<file path="src/rtl/ptw_pkg.sv">
package ptw_pkg;
   // Bit positions inside a table entry
   localparam int unsigned BIT_V = 0;
   localparam int unsigned BIT_W = 1;
   localparam int unsigned BIT_U = 2;
   localparam int unsigned BIT_A = 3;
   localparam int unsigned BIT_D = 4;

   typedef enum logic [2:0] {
      ST_IDLE,
      ST_RD1,
      ST_RD2,
      ST_WB,
      ST_DONE,
      ST_FAULT
   } walk_st_t;

   typedef enum logic [1:0] {
      CAUSE_NONE = 2'd0,
      CAUSE_L1   = 2'd1,
      CAUSE_L2   = 2'd2,
      CAUSE_PERM = 2'd3
   } cause_t;
endpackage

</file>
<file path="src/rtl/ptw_addr_gen.sv">
module ptw_addr_gen #(
   parameter int unsigned PA_W  = 32,
   parameter int unsigned IDX_W = 10
) (
   input  logic [PA_W-1:0]  tbl_base_i,
   input  logic [IDX_W-1:0] idx_i,
   output logic [PA_W-1:0]  ent_addr_o
);
   localparam int unsigned OFF_W = IDX_W + 2;

   initial begin : elab_chk
      AST_IDX_FITS: assert (OFF_W <= PA_W) else $error("index wider than address");
   end

   logic [OFF_W-1:0] byte_off;
   assign byte_off   = {idx_i, 2'b00};
   assign ent_addr_o = tbl_base_i + PA_W'(byte_off);
endmodule

</file>
<file path="src/rtl/ptw_leaf_check.sv">
module ptw_leaf_check
   import ptw_pkg::*;
#(
   parameter int unsigned PTE_W      = 32,
   parameter bit          CHECK_USER = 1'b1
) (
   input  logic [PTE_W-1:0] pte_i,
   input  logic             is_write_i,
   input  logic             is_user_i,
   output logic             perm_ok_o,
   output logic [PTE_W-1:0] pte_upd_o,
   output logic             need_wb_o
);
   logic user_ok;

   generate
      if (CHECK_USER) begin : g_user
         assign user_ok = !is_user_i || pte_i[BIT_U];
      end else begin : g_nouser
         logic unused_user;
         assign unused_user = is_user_i;
         assign user_ok     = 1'b1;
      end
   endgenerate

   assign perm_ok_o = user_ok && (!is_write_i || pte_i[BIT_W]);

   always_comb begin
      pte_upd_o        = pte_i;
      pte_upd_o[BIT_A] = 1'b1;
      if (is_write_i) pte_upd_o[BIT_D] = 1'b1;
   end

   assign need_wb_o = (pte_upd_o != pte_i);
endmodule

</file>
<file path="src/rtl/pt_walk_unit.sv">
module pt_walk_unit
   import ptw_pkg::*;
#(
   parameter int unsigned VA_W       = 32,
   parameter int unsigned PA_W       = 32,
   parameter int unsigned IDX_W      = 10,
   parameter int unsigned OFS_W      = 12,
   parameter bit          CHECK_USER = 1'b1
) (
   input  logic            clk,
   input  logic            rst_n,
   input  logic [PA_W-1:0] ptbr_i,
   input  logic            req_valid_i,
   output logic            req_ready_o,
   input  logic [VA_W-1:0] req_vaddr_i,
   input  logic            req_write_i,
   input  logic            req_user_i,
   output logic            mem_req_o,
   output logic            mem_we_o,
   output logic [PA_W-1:0] mem_addr_o,
   output logic [PA_W-1:0] mem_wdata_o,
   input  logic            mem_ack_i,
   input  logic [PA_W-1:0] mem_rdata_i,
   output logic            rsp_done_o,
   output logic            rsp_fault_o,
   output logic [1:0]      rsp_cause_o,
   output logic [PA_W-1:0] rsp_paddr_o,
   input  logic            rsp_ack_i
);
   localparam int unsigned LEVELS  = 2;
   localparam int unsigned FRAME_W = PA_W - OFS_W;

   initial begin : elab_chk
      AST_VA_SPLIT: assert (VA_W == LEVELS*IDX_W + OFS_W) else $error("bad address split");
      AST_FLAGS_FIT: assert (OFS_W > BIT_D) else $error("flags overlap frame");
      AST_PA_WIDE: assert (PA_W > OFS_W) else $error("no frame bits");
   end

   walk_st_t           st_q;
   cause_t             cause_q;
   logic [VA_W-1:0]    vaddr_q;
   logic               wr_q;
   logic               usr_q;
   logic [PA_W-1:0]    base_q;
   logic [FRAME_W-1:0] l1_frame_q;
   logic [PA_W-1:0]    leaf_q;
   logic [PA_W-1:0]    paddr_q;

   // Entry address per table level
   logic [PA_W-1:0] lvl_base [LEVELS];
   logic [PA_W-1:0] lvl_addr [LEVELS];

   assign lvl_base[0] = base_q;
   assign lvl_base[1] = {l1_frame_q, {OFS_W{1'b0}}};

   for (genvar g = 0; g < LEVELS; g++) begin : g_lvl
      ptw_addr_gen #(.PA_W(PA_W), .IDX_W(IDX_W)) u_agen (
         .tbl_base_i (lvl_base[g]),
         .idx_i      (vaddr_q[VA_W-1-g*IDX_W -: IDX_W]),
         .ent_addr_o (lvl_addr[g])
      );
   end

   // Rights check and used/dirty update on the returning leaf
   logic            perm_ok;
   logic [PA_W-1:0] leaf_upd;
   logic            need_wb;

   ptw_leaf_check #(.PTE_W(PA_W), .CHECK_USER(CHECK_USER)) u_leaf (
      .pte_i      (mem_rdata_i),
      .is_write_i (wr_q),
      .is_user_i  (usr_q),
      .perm_ok_o  (perm_ok),
      .pte_upd_o  (leaf_upd),
      .need_wb_o  (need_wb)
   );

   always_ff @(posedge clk or negedge rst_n) begin
      if (!rst_n) begin
         st_q       <= ST_IDLE;
         cause_q    <= CAUSE_NONE;
         vaddr_q    <= '0;
         wr_q       <= 1'b0;
         usr_q      <= 1'b0;
         base_q     <= '0;
         l1_frame_q <= '0;
         leaf_q     <= '0;
         paddr_q    <= '0;
      end else begin
         unique case (st_q)
            ST_IDLE: begin
               if (req_valid_i) begin
                  vaddr_q <= req_vaddr_i;
                  wr_q    <= req_write_i;
                  usr_q   <= req_user_i;
                  base_q  <= ptbr_i;
                  st_q    <= ST_RD1;
               end
            end
            ST_RD1: begin
               if (mem_ack_i) begin
                  l1_frame_q <= mem_rdata_i[PA_W-1:OFS_W];
                  if (!mem_rdata_i[BIT_V]) begin
                     cause_q <= CAUSE_L1;
                     st_q    <= ST_FAULT;
                  end else begin
                     st_q <= ST_RD2;
                  end
               end
            end
            ST_RD2: begin
               if (mem_ack_i) begin
                  if (!mem_rdata_i[BIT_V]) begin
                     cause_q <= CAUSE_L2;
                     st_q    <= ST_FAULT;
                  end else if (!perm_ok) begin
                     cause_q <= CAUSE_PERM;
                     st_q    <= ST_FAULT;
                  end else begin
                     cause_q <= CAUSE_NONE;
                     paddr_q <= {mem_rdata_i[PA_W-1:OFS_W], vaddr_q[OFS_W-1:0]};
                     leaf_q  <= leaf_upd;
                     st_q    <= need_wb ? ST_WB : ST_DONE;
                  end
               end
            end
            ST_WB: begin
               if (mem_ack_i) st_q <= ST_DONE;
            end
            ST_DONE, ST_FAULT: begin
               if (rsp_ack_i) st_q <= ST_IDLE;
            end
            default: st_q <= ST_IDLE;
         endcase
      end
   end

   assign req_ready_o = (st_q == ST_IDLE);
   assign mem_req_o   = (st_q == ST_RD1) || (st_q == ST_RD2) || (st_q == ST_WB);
   assign mem_we_o    = (st_q == ST_WB);
   assign mem_addr_o  = (st_q == ST_RD1) ? lvl_addr[0] : lvl_addr[1];
   assign mem_wdata_o = leaf_q;
   assign rsp_done_o  = (st_q == ST_DONE);
   assign rsp_fault_o = (st_q == ST_FAULT);
   assign rsp_cause_o = cause_q;
   assign rsp_paddr_o = paddr_q;

   AST_MEM_HOLD: assert property (@(posedge clk) disable iff (!rst_n)
      mem_req_o && !mem_ack_i |=> mem_req_o && $stable(mem_addr_o) && $stable(mem_we_o) && $stable(mem_wdata_o));
   AST_DONE_HELD: assert property (@(posedge clk) disable iff (!rst_n)
      rsp_done_o && !rsp_ack_i |=> rsp_done_o && $stable(rsp_paddr_o));
   AST_FAULT_HELD: assert property (@(posedge clk) disable iff (!rst_n)
      rsp_fault_o && !rsp_ack_i |=> rsp_fault_o && $stable(rsp_cause_o));
   AST_ACK_RELEASE: assert property (@(posedge clk) disable iff (!rst_n)
      (rsp_done_o || rsp_fault_o) && rsp_ack_i |=> req_ready_o);
   AST_IDLE_QUIET: assert property (@(posedge clk) disable iff (!rst_n)
      req_ready_o |-> !mem_req_o && !rsp_done_o && !rsp_fault_o);
   AST_WB_USED: assert property (@(posedge clk) disable iff (!rst_n)
      mem_req_o && mem_we_o |-> mem_wdata_o[BIT_A] && mem_wdata_o[BIT_V]);
   AST_PADDR_OFFSET: assert property (@(posedge clk) disable iff (!rst_n)
      rsp_done_o |-> rsp_paddr_o[OFS_W-1:0] == vaddr_q[OFS_W-1:0]);
   AST_FAULT_CAUSE: assert property (@(posedge clk) disable iff (!rst_n)
      rsp_fault_o |-> rsp_cause_o != 2'd0);
endmodule

</file>
<file path="config.mk">
export PLATFORM = sky130hd
export DESIGN_NAME = pt_walk_unit
export DESIGN_NICKNAME = d
export VERILOG_FILES = /design/src/rtl/ptw_pkg.sv /design/src/rtl/ptw_addr_gen.sv /design/src/rtl/ptw_leaf_check.sv /design/src/rtl/pt_walk_unit.sv
export SDC_FILE = /design/constraint.sdc
export NUM_CORES = 1
export LEC_CHECK = 0
export CAP_MARGIN = 20
export CORE_ASPECT_RATIO = 0.75
export CORE_MARGIN = 2
export CORE_UTILIZATION = 30
export DETAILED_ROUTE_END_ITERATION = 10
export DONT_BUFFER_PORTS = 1
export HOLD_SLACK_MARGIN = 0.05
export PLACE_DENSITY = 0.43
export SYNTH_ARGS = -nofsm -noshare
export SYNTH_HDL_FRONTEND = slang
export SYNTH_SLANG_ARGS = --single-unit
export TNS_END_PERCENT = 1
</file>
<file path="constraint.sdc">
create_clock -name clk -period 3.8 [get_ports clk]
set_clock_uncertainty 0.15 [all_clocks]
set_input_delay 0.57 -clock clk [delete_from_list [all_inputs] [get_ports clk]]
set_output_delay 0.57 -clock clk [all_outputs]
set_load 0.005 [all_outputs]
</file>
### Word level (Yosys, flattened, before mapping)

Index checks and enable logic that the tools add are counted.

* mux-type cells: 18
* reduce and logical (&&, ||, !) cells: 15
* eq/ne operators: 12
* add/sub/neg operators: 2

Operator list (number)
* $add A32 B12 Y32: 2
* $mux W32: 1
* $mux W3: 9
* $pmux W3 S5: 1
* $mux W2: 5
* $ne A2 B2 Y1 const B: 5
* $reduce_and A4 Y1: 2
* $eq A3 B2 Y1 const B: 2
* $eq A3 B3 Y1 const B: 2
* $reduce_and A5 Y1: 1
* $logic_or A1 B1 Y1: 4
* $pmux W2 S2: 1
* $reduce_and A2 Y1: 2
* $eq A3 B1 Y1 const B: 1
* $logic_not A3 Y1: 1
* $logic_not A1 Y1: 2
* $ne A2 B1 Y1 const B: 1
* $ne A2 B2 Y1: 1
* $reduce_bool A2 Y1: 1
* $reduce_or A2 Y1: 1
* $logic_and A1 B1 Y1: 1
* $mux W1: 1

* bits in registers: 155
* input port bits: 103
* output and inout bits: 103

### Depth between registers and ports, before layout

Gate-level depths: netlist of the first run.

* word-level depth: 7
* gate-level depth with buffers: 9
* mapped depth without buffers: 8

### By module

A second synthesis of the first run with hierarchy kept.

* cell total of the unflattened synthesis: 671
* area total of the unflattened synthesis: 8640.8 sq um

By module, submodules not included
* pt_walk_unit: instances 1, sequential area each 3878.7 sq um, area an instance 6583.8 sq um, cells an instance 401
* ptw_addr_gen at g_lvl[1].u_agen: instances 1, sequential area each 0.0 sq um, area an instance 907.1 sq um, cells an instance 112
* ptw_addr_gen at g_lvl[0].u_agen: instances 1, sequential area each 0.0 sq um, area an instance 879.6 sq um, cells an instance 121
* ptw_leaf_check: instances 1, sequential area each 0.0 sq um, area an instance 270.3 sq um, cells an instance 37

### Worst setup path after synthesis of the first run

No wires, ideal clock.

* path type: reg2out
* from: register base_q[2]
* to: output port mem_addr_o[22]
* arrival: 2449 ps
* cell stages (with the launch flop): 10
* setup slack: 631 ps
* cell sequence: dfrtp_1 ha_1 fa_1 a21o_1 a21boi_0 o21a_1 clkbuf_1 nor4b_1 xnor2_1 o21ai_0

* cells in the longest elaborated chain, start to end: 2

Ends and longest elaborated chain
* start, declared: line pt_walk_unit.sv:44 `logic [PA_W-1:0] base_q;`
* start signal, assigned: line pt_walk_unit.sv:96 `base_q <= ptbr_i;`
* $add A32 B12 Y32: line ptw_addr_gen.sv:17 `assign ent_addr_o = tbl_base_i + PA_W'(byte_off);`
* $mux W32: line pt_walk_unit.sv:141 `assign mem_addr_o = (st_q == ST_RD1) ? lvl_addr[0] : lvl_addr[1];`
* end, declared: line pt_walk_unit.sv:20 `output logic [PA_W-1:0] mem_addr_o,`

No other way between the ends.

### Final worst setup path of the first run

* from: register base_q[13]
* to: output port mem_addr_o[31]

Same word-level chain as after synthesis.

==> results of run 1 <==
per-layer routing:
layer | global-route usage [%] | wire (um)
met3 | 5.65 | 1300
met5 | 0 | 34
met4 | 4.54 | 194
met2 | 21.2 | 6830
met1 | 17.9 | 7060
registers in the layout, summed over array words and instances, names as in the netlist:
register and flops:
base_q 32, vaddr_q 32, mem_wdata_o 31, l1_frame_q 20, rsp_paddr_o 12, st_q 3
rsp_cause_o 2, usr_q 1, wr_q 1
cell usage in the layout (no fill, tap or decap), types with 3 or more instances in the layout:
cell	n
nor3_1	9
mux2_2	121
dfrtp_1	134
and3_1	5
inv_1	11
buf_4	5
clkinvlp_4	3
a21oi_1	10
a21o_1	3
ha_1	10
nor4_4	3
clkinv_2	4
o21a_1	3
xnor2_1	23
nand2_1	48
o21ai_0	40
nor2_1	17
xor2_1	5
clkbuf_16	17
inv_6	4
o21ai_1	7
through the flow:
step                      worst slack (ns)  hold slack (ns)  util, %
after floorplan                      0.631            0.124        -
after global placement               0.406            0.128     31.3
after detailed placement             0.354            0.128     31.3
after CTS                           0.0371           -0.325     34.0
after global routing                0.0243           -0.333     34.0
final                                0.218           -0.302     34.0
what timing repair did:
action / 4_1_cts / 5_1_grt
pin swaps: 0 / 1
endpoints found under the setup margin: 7 / 10
gates resized for setup: 2 / 3
buffers inserted: 0 / 0
endpoints found under the hold margin: 134 / 134
final cells by class:
class / instances / area, um^2 / share of cell area [%]
Multi-Input combinational cell: 346 / 2810 / 39.2
Sequential cell: 134 / 3350 / 46.7
Clock buffer: 18 / 429 / 5.98
Clock inverter: 14 / 125 / 1.74
Inverter: 11 / 41.3 / 0.575
Timing Repair Buffer: 6 / 57.6 / 0.802
Tap cell: 288 / 360 / 5.02
cell families after synthesis:
kind of cell	Yosys count	synth area share, %
AOI/OAI and AO/OA	79	7.11
xor gates and xnor gates	28	3.80
adders and majority gates	11	2.25
buffers and inverters	60	4.88
DFF	134	51.9
muxes	121	21.1
and+or+nand+nor	107	8.93
final timing paths:
| kind | start | to |
|---|---|---|
| worst max-delay path | base_q[13]$_DFFE_PN0P_ | mem_addr_o[31] |
| worst min-delay path | rst_n | mem_wdata_o[24]$_DFFE_PN0P_ |
| worst max register to register | st_q[1]$_DFFE_PN0P_ | mem_wdata_o[19]$_DFFE_PN0P_ |
| worst min register to register | vaddr_q[3]$_DFFE_PN0P_ | rsp_paddr_o[3]$_DFFE_PN0P_ |
| max in group asynchronous | rst_n | vaddr_q[30]$_DFFE_PN0P_ |
| min in group clk | mem_ack_i | rsp_cause_o[1]$_DFFE_PN0P_ |
report_power, final:
group | switching, uW | internal (uW) | total [uW] | leakage [uW]
registers | 520 | 2110 | 2630 | 0.00165
logic | 1550 | 1350 | 2910 | 0.00112
clock network | 669 | 905 | 1570 | 0.000267
total | 2740 | 4370 | 7110 | 0.00304
==> results_dict.tcl, run 1 <==
set metrics [dict create \
    relSlewSlack_pct 41.9 \
    r2r_slack_ns 1.26 \
    synth_ff_type "dfrtp_1" \
    syn_inst 540 \
    n_fill_cell 2111 \
    crit_type "reg2out" \
    start_util_pct 30.6 \
    ff2ff_path_depth 5 \
    crit_path_start_kind "register" \
    cts_tree "yes" \
    required_ns 3.08 \
    synthTopCellsByCount "dfrtp_1 (134), mux2_2 (121), nand2_1 (49)" \
    synth.distinct_cells 52 \
    clock_latency_ns 0.41 \
    synthTopCellsByArea "dfrtp_1 (52%), mux2_2 (21%), xnor2_1 (3.1%), o21ai_0 (3.1%), nand2_1 (2.8%)" \
    crit_fanout 8 \
    yosysWarnings 0 \
    end_kind "output pin" \
    hp-class "in2async" \
    drc 0 \
    power_per_cell_area_nw_per_um2 990 \
    worst_slew_pin_slew_ns 0.869 \
    die_width_um 173 \
    slew_viol_final 0 \
    final_hold_viol_count 134 \
    htreeDepth 4 \
    cp_top_family "simple AND/OR/NAND/NOR gates" \
    netlist_area_um2 6460 \
    max-cap-violations 0 \
    rsz0062_at_grt "no" \
    cts_max_path_buffers 2 \
    crit_path_cell_trace "nand3_2, or4_1, or2_2, nor4b_4, xnor2_1, o21ai_1" \
    gp_congestion 0.716 \
    slowest_stage "or4_1" \
    cp_num_buf_inv 0 \
    yosysTopAreaCell "dfrtp_1" \
    grt_pass1_vias 4107 \
    max_freq_ghz 0.279 \
    placedCellCount 785 \
    ys_async_sr_fraction_pct 100 \
    vias 3940 \
    layout-drive-gt1-share_pct 32.7 \
    diodes 0 \
    cts.sinks 134 \
    max-vdd-ir-drop_v 0.000437 \
    setup_viol 0 \
    post_drt_wl_per_cell_um 18.9 \
    grt_use_total_pct 13.8 \
    port_buffers 0 \
    violations "hold timing" \
    path_clk_slew_ns 0.06 \
    ioPinCount 206 \
    area_delta_synth_final_pct 11.2 \
    synth_most_common_cell "dfrtp_1" \
    power.total_uw 7110 \
    antenna_found_initial 2 \
    max_stage_delay_ns 0.63 \
    rows 46 \
    post_synth.cell_area_avg_um2 12.0 \
    die_h_um 131 \
    p_leak_uw 0.00304 \
    arrival_ns 2.86 \
    cts_root_buffer "clkbuf_16" \
    vias_per_cell 4.82 \
    yosysSeqAreaShare_pct 51.9 \
    fin_crit_ns 3.58 \
    status "finished with violations" \
    synth_edf_count 0 \
    final_cell_area_um2 7180 \
    layout.nets 630 \
    coreArea_um2 21100 \
    synth_seq_cells 134 \
    holdWs_ns -0.302 \
    cp.depth 6 \
    gr-total-overflow 0 \
    final_cells 817 \
    first_pass_iters 4 \
    dp_hpwl_um 10700 \
    dieArea_um2 22700 \
    drt-initial-drc-count 149 \
    drtAntennaViolNets 0 \
    grt_pass1_wl_um 24000 \
    synth_top_area_share_pct 51.9 \
    post-route-period-util_pct 94.3 \
    grt_max_degree 135 \
    tns_ns 0 \
    placement.cell_area_um2 6610 \
    wl_um 15400 \
    syn_nets 654 \
    cts_buffers 17 \
]
No activity file was read; power rests on OpenSTA's default activity.
==> run 2: changes to the inputs <==
SETUP_SLACK_MARGIN = 0.5   (was not set)
==> run 2 against run 1 <==
Compared with the run above:
- the run still ends with hold timing left
- critical path depth grew 1
- die area stayed put
- largest power group unchanged
- fmax increased by 7.3%
- register-to-register slack improved by 0.02 ns
- cell count increased by 1.5%
- flip-flop and latch count unchanged
- first-iteration DRC count grew 16%
- cell area increased by 4.0%
- largest cell class unchanged
- worst setup slack improved by 0.24 ns
==> results_dict.tcl, run 2 (same netlist as run 1, synthesis figures left out) <==
set metrics [dict create \
    tns_ns 0 \
    r2r-start "st_q[1]$_DFFE_PN0P_" \
    layout-drive-gt1-share_pct 38.3 \
    clock_latency_ns 0.41 \
    diodes 0 \
    layout_common_cells "dfrtp_1 (133), mux2_2 (121), nand2_1 (47), o21ai_0 (37), xnor2_1 (23)" \
    gp_congestion 0.716 \
    drt-initial-drc-count 173 \
    htreeDepth 4 \
    crit_fanout 5 \
    antenna_found_initial 2 \
    start_util_pct 30.6 \
    grt_max_degree 135 \
    coreArea_um2 21100 \
    arrival_ns 2.62 \
    fin_crit_ns 3.34 \
    rsz0062_at_grt "yes" \
    required_ns 3.08 \
    vias 4028 \
    dp_hpwl_um 10700 \
    max_freq_ghz 0.300 \
    multi_input_area_um2 3010 \
    register_area_um2 3350 \
    drtAntennaViolNets 0 \
    rows 46 \
    grt_pass1_vias 4195 \
    cts.sinks 134 \
    layout.nets 642 \
    gr-total-overflow 0 \
    final_hold_viol_count 134 \
    ff2ff_path_depth 5 \
    n_fill_cell 2085 \
    violations "hold timing" \
    ioPinCount 206 \
    dieArea_um2 22700 \
    power_per_cell_area_nw_per_um2 1020 \
    die_width_um 173 \
    drc 0 \
    end_kind "output pin" \
    cts_max_path_buffers 2 \
    cts_tree "yes" \
    wl_um 16100 \
    post_drt_wl_per_cell_um 19.4 \
    status "finished with violations" \
    max-vdd-ir-drop_v 0.000439 \
    relSlewSlack_pct 41.1 \
    cts_buffers 17 \
    cts_root_buffer "clkbuf_16" \
    crit_path_start_kind "register" \
    worst_slew_pin_slew_ns 0.880 \
    crit_type "reg2out" \
    mostFrequentLayoutCell "dfrtp_1" \
    p_leak_uw 0.00311 \
    path_clk_slew_ns 0.06 \
    area_delta_synth_final_pct 15.6 \
    port_buffers 0 \
    post-route-period-util_pct 87.9 \
    holdWs_ns -0.303 \
    setup_viol 0 \
    grt_use_total_pct 14.3 \
    die_h_um 131 \
    worstReg2RegEnd "mem_wdata_o[19]$_DFFE_PN0P_" \
    r2r_slack_ns 1.28 \
    max-cap-violations 0 \
    slew_viol_final 0 \
    first_pass_iters 4 \
    vias_per_cell 4.86 \
    hp-class "in2async" \
    grt_pass1_wl_um 24800 \
]
## run 2: changes by cell type in the layout (fill, tap and decap cells not counted), sizes merged
cell	previous run	this run
buf	6	17
o311a	1	2
## run 2: where the power goes
group / leakage [uW] / total [uW] / switching, uW / internal [uW]
logic: 0.00120 / 3380 / 1720 / 1660
clock network: 0.000267 / 1580 / 674 / 905
registers: 0.00165 / 2670 / 556 / 2110
## run 2: what timing repair did
item,CTS,global route
hold endpoints to repair,134,134
pin swaps,10,10
cloned,1,0
setup buffers,10,1
endpoints found under the setup margin,22,22
gates resized for setup,22,14
## run 2: per-layer routing
metal  up-vias  global-route usage, %  wire length, um
li1       1860                      -                -
met1      2020                   18.8             7600
met2       127                   21.9             7160
met3        17                   5.57             1140
met4         4                   4.54              165
met5         -                      0               34
## run 2: per-stage QoR
step           worst slack (ns)  total power (uW)  std cells  area, um^2  util (%)
2_1_floorplan             0.631              4920        540        6460         -
3_3_place_gp              0.406              5560        785        6610      31.3
3_5_place_dp              0.354              5630        785        6610      31.3
4_1_cts                   0.397              7580        828        7350      34.8
5_1_grt                   0.361              8250        829        7460      35.3
6_report                  0.461              7630        829        7460      35.3
## run 2: worst max-delay path: stages (launching register included)
cell and delay, ns:
dfrtp_1 0.42, ha_4 0.29, a211oi_2 0.07, o21a_2 0.27, o311a_4 0.39, nor4b_4 0.45
xnor2_1 0.13, o21ai_2 0.17
## run 2: final cells by class
class                           count  area share (%)
Clock buffer                       18            5.75
Multi-Input combinational cell    347            40.3
Tap cell                          288            4.83
Clock inverter                     14            1.68
Inverter                           11           0.553
Timing Repair Buffer               17            1.93
Sequential cell                   134            44.9
## run 2: worst max-delay path by stage
stage	end	slack, ns	from
after global placement	mem_addr_o[31]	0.41	base_q[13]$_DFFE_PN0P_
after detailed placement	mem_addr_o[24]	0.35	base_q[2]$_DFFE_PN0P_
final	mem_addr_o[31]	0.46	base_q[3]$_DFFE_PN0P_
after CTS	mem_addr_o[31]	0.40	vaddr_q[25]$_DFFE_PN0P_
after global routing	mem_addr_o[31]	0.36	base_q[3]$_DFFE_PN0P_
after floorplan	mem_addr_o[22]	0.63	base_q[2]$_DFFE_PN0P_
==> run 3: changes to the inputs <==
CAP_MARGIN = not set   (was 20)
PLACE_DENSITY = 0.4   (was 0.43)
==> run 3 against run 2 <==
Compared with the run above:
- sequential share of layout area down 0.32 points
- highest routed layer unchanged
- combinational power is 2% higher
- the run still ends with hold timing left
- first-iteration DRC count decreased by 1.2%
==> results_dict.tcl, run 3 (same netlist as run 1, synthesis figures left out) <==
set metrics [dict create \
    status "finished with violations" \
    violations "hold timing" \
    vias 4043 \
    slew_viol_final 0 \
    tns_ns 0 \
    start_util_pct 30.6 \
    grt_pass1_wl_um 25300 \
    slowest_stage "dfrtp_1" \
    path_clk_slew_ns 0.06 \
    rows 46 \
    drtAntennaViolNets 0 \
    setup_viol 0 \
    max-vdd-ir-drop_v 0.000758 \
    vias_per_cell 4.87 \
    clock_latency_ns 0.41 \
    layout.nets 644 \
    grt_max_degree 135 \
    antenna_found_initial 2 \
    required_ns 3.08 \
    dieArea_um2 22700 \
    htreeDepth 4 \
    mostFrequentLayoutCell "dfrtp_1" \
    crit_fanout 5 \
    ff2ff_path_depth 3 \
    cts_tree "yes" \
    n_fill_cell 2116 \
    crit_type "reg2out" \
    max_stage_delay_ns 0.41 \
    cts.sinks 134 \
    grt_use_total_pct 14.8 \
    worst_slew_pin_slew_ns 0.954 \
    cp_num_buf_inv 1 \
    cts_root_buffer "clkbuf_16" \
    clockPowerShare_pct 21.3 \
    gr-total-overflow 0 \
    relSlewSlack_pct 36.4 \
    grt_pass1_vias 4299 \
    arrival_ns 2.53 \
    switching_share_pct 38.7 \
    gp_congestion 0.750 \
    power_frac_seq_pct 34.2 \
    p_leak_uw 0.00314 \
    diodes 0 \
    cp.depth 9 \
    die_width_um 173 \
    cts_buffers 17 \
    rsz0062_at_grt "yes" \
    crit_path_start_kind "register" \
    combPwrFrac_pct 44.5 \
    final_hold_viol_count 134 \
    area_delta_synth_final_pct 16.4 \
    post_drt_wl_per_cell_um 19.7 \
    power.internal_uw 4760 \
    port_buffers 0 \
    coreArea_um2 21100 \
    crit_path_cell_trace "ha_4, fa_2, a21o_1, a21boi_2, o21a_2, buf_4, nor4_4, xnor2_1, o21ai_1" \
    layout-drive-gt1-share_pct 39.1 \
    ioPinCount 206 \
    dp_hpwl_um 10800 \
    post-route-period-util_pct 85.5 \
    holdWs_ns -0.305 \
    first_pass_iters 4 \
    drt-initial-drc-count 171 \
    wl_um 16400 \
    layout_common_cells "dfrtp_1 (133), mux2_2 (121), nand2_1 (47), o21ai_0 (28), xnor2_1 (23)" \
    die_h_um 131 \
    p_sw_uw 3010 \
    cts_max_path_buffers 2 \
    power_per_cell_area_nw_per_um2 1030 \
    max-cap-violations 0 \
    hp-class "in2async" \
    drc 0 \
    fin_crit_ns 3.25 \
    cp_top_family "compound AO/OA/AOI/OAI gates" \
    final_util_pct 35.6 \
    max_freq_ghz 0.308 \
    end_kind "output pin" \
]
run 3: repair_timing:
action / in CTS / in global routing
endpoints found under the setup margin: 22 / 19
pin swaps: 14 / 8
cloned: 2 / 0
resized for setup: 41 / 9
hold endpoints to repair: 134 / 134
buffers inserted: 11 / 1
run 3: per-layer routing:
metal / GRT usage (%) / up-vias / routed length [um]
li1: - / 1854 / -
met1: 18.7 / 2043 / 7410
met2: 23.8 / 132 / 7660
met3: 5.28 / 12 / 1110
met4: 5.08 / 2 / 159
met5: 0 / - / 16
run 3: path summary, 6_finish.rpt:
check,from,to,slack (ns)
max,vaddr_q[22]$_DFFE_PN0P_,mem_addr_o[28],0.55
min,rst_n,mem_wdata_o[8]$_DFFE_PN0P_,-0.30
max reg2reg,st_q[0]$_DFFE_PN0P_,base_q[30]$_DFFE_PN0P_,1.39
min reg2reg,vaddr_q[9]$_DFFE_PN0P_,vaddr_q[9]$_DFFE_PN0P_,0.35
max in group asynchronous,rst_n,base_q[6]$_DFFE_PN0P_,3.58
min in group clk,mem_ack_i,rsp_cause_o[1]$_DFFE_PN0P_,0.10
run 3: layout make-up:
cell class              instances  area, um^2  area share (%)
clock buffers                  18         439            5.84
clock inverters                13         145            1.93
inverters                      11        41.3           0.549
multi-input cells             347        3010            40.1
flip-flops and latches        134        3350            44.6
well taps                     288         360            4.79
repair buffers                 19         163            2.16
run 3: power by group through the flow:
stage	sequential, uW	clock [uW]	combinational [uW]
after floorplan	2470	0	2450
after global placement	2640	0	2930
after detailed placement	2680	0	2960
after CTS	2670	1710	3460
after global routing	2760	1780	3860
final	2660	1650	3460
run 3: worst register-to-register path, cell delays in order (launching register included):
cell	delay (ns)
dfrtp_1	0.48
nor3_1	0.36
and2_4	0.81
mux2_2	0.49
run 3: through the flow:
stage                     instance area, um^2  total power (uW)  cells  worst slack [ns]
after floorplan                          6460              4920    540             0.631
after global placement                   6600              5560    785             0.529
after detailed placement                 6600              5630    785             0.510
after CTS                                7470              7840    829             0.496
after global routing                     7520              8400    830             0.417
final                                    7520              7770    830             0.550
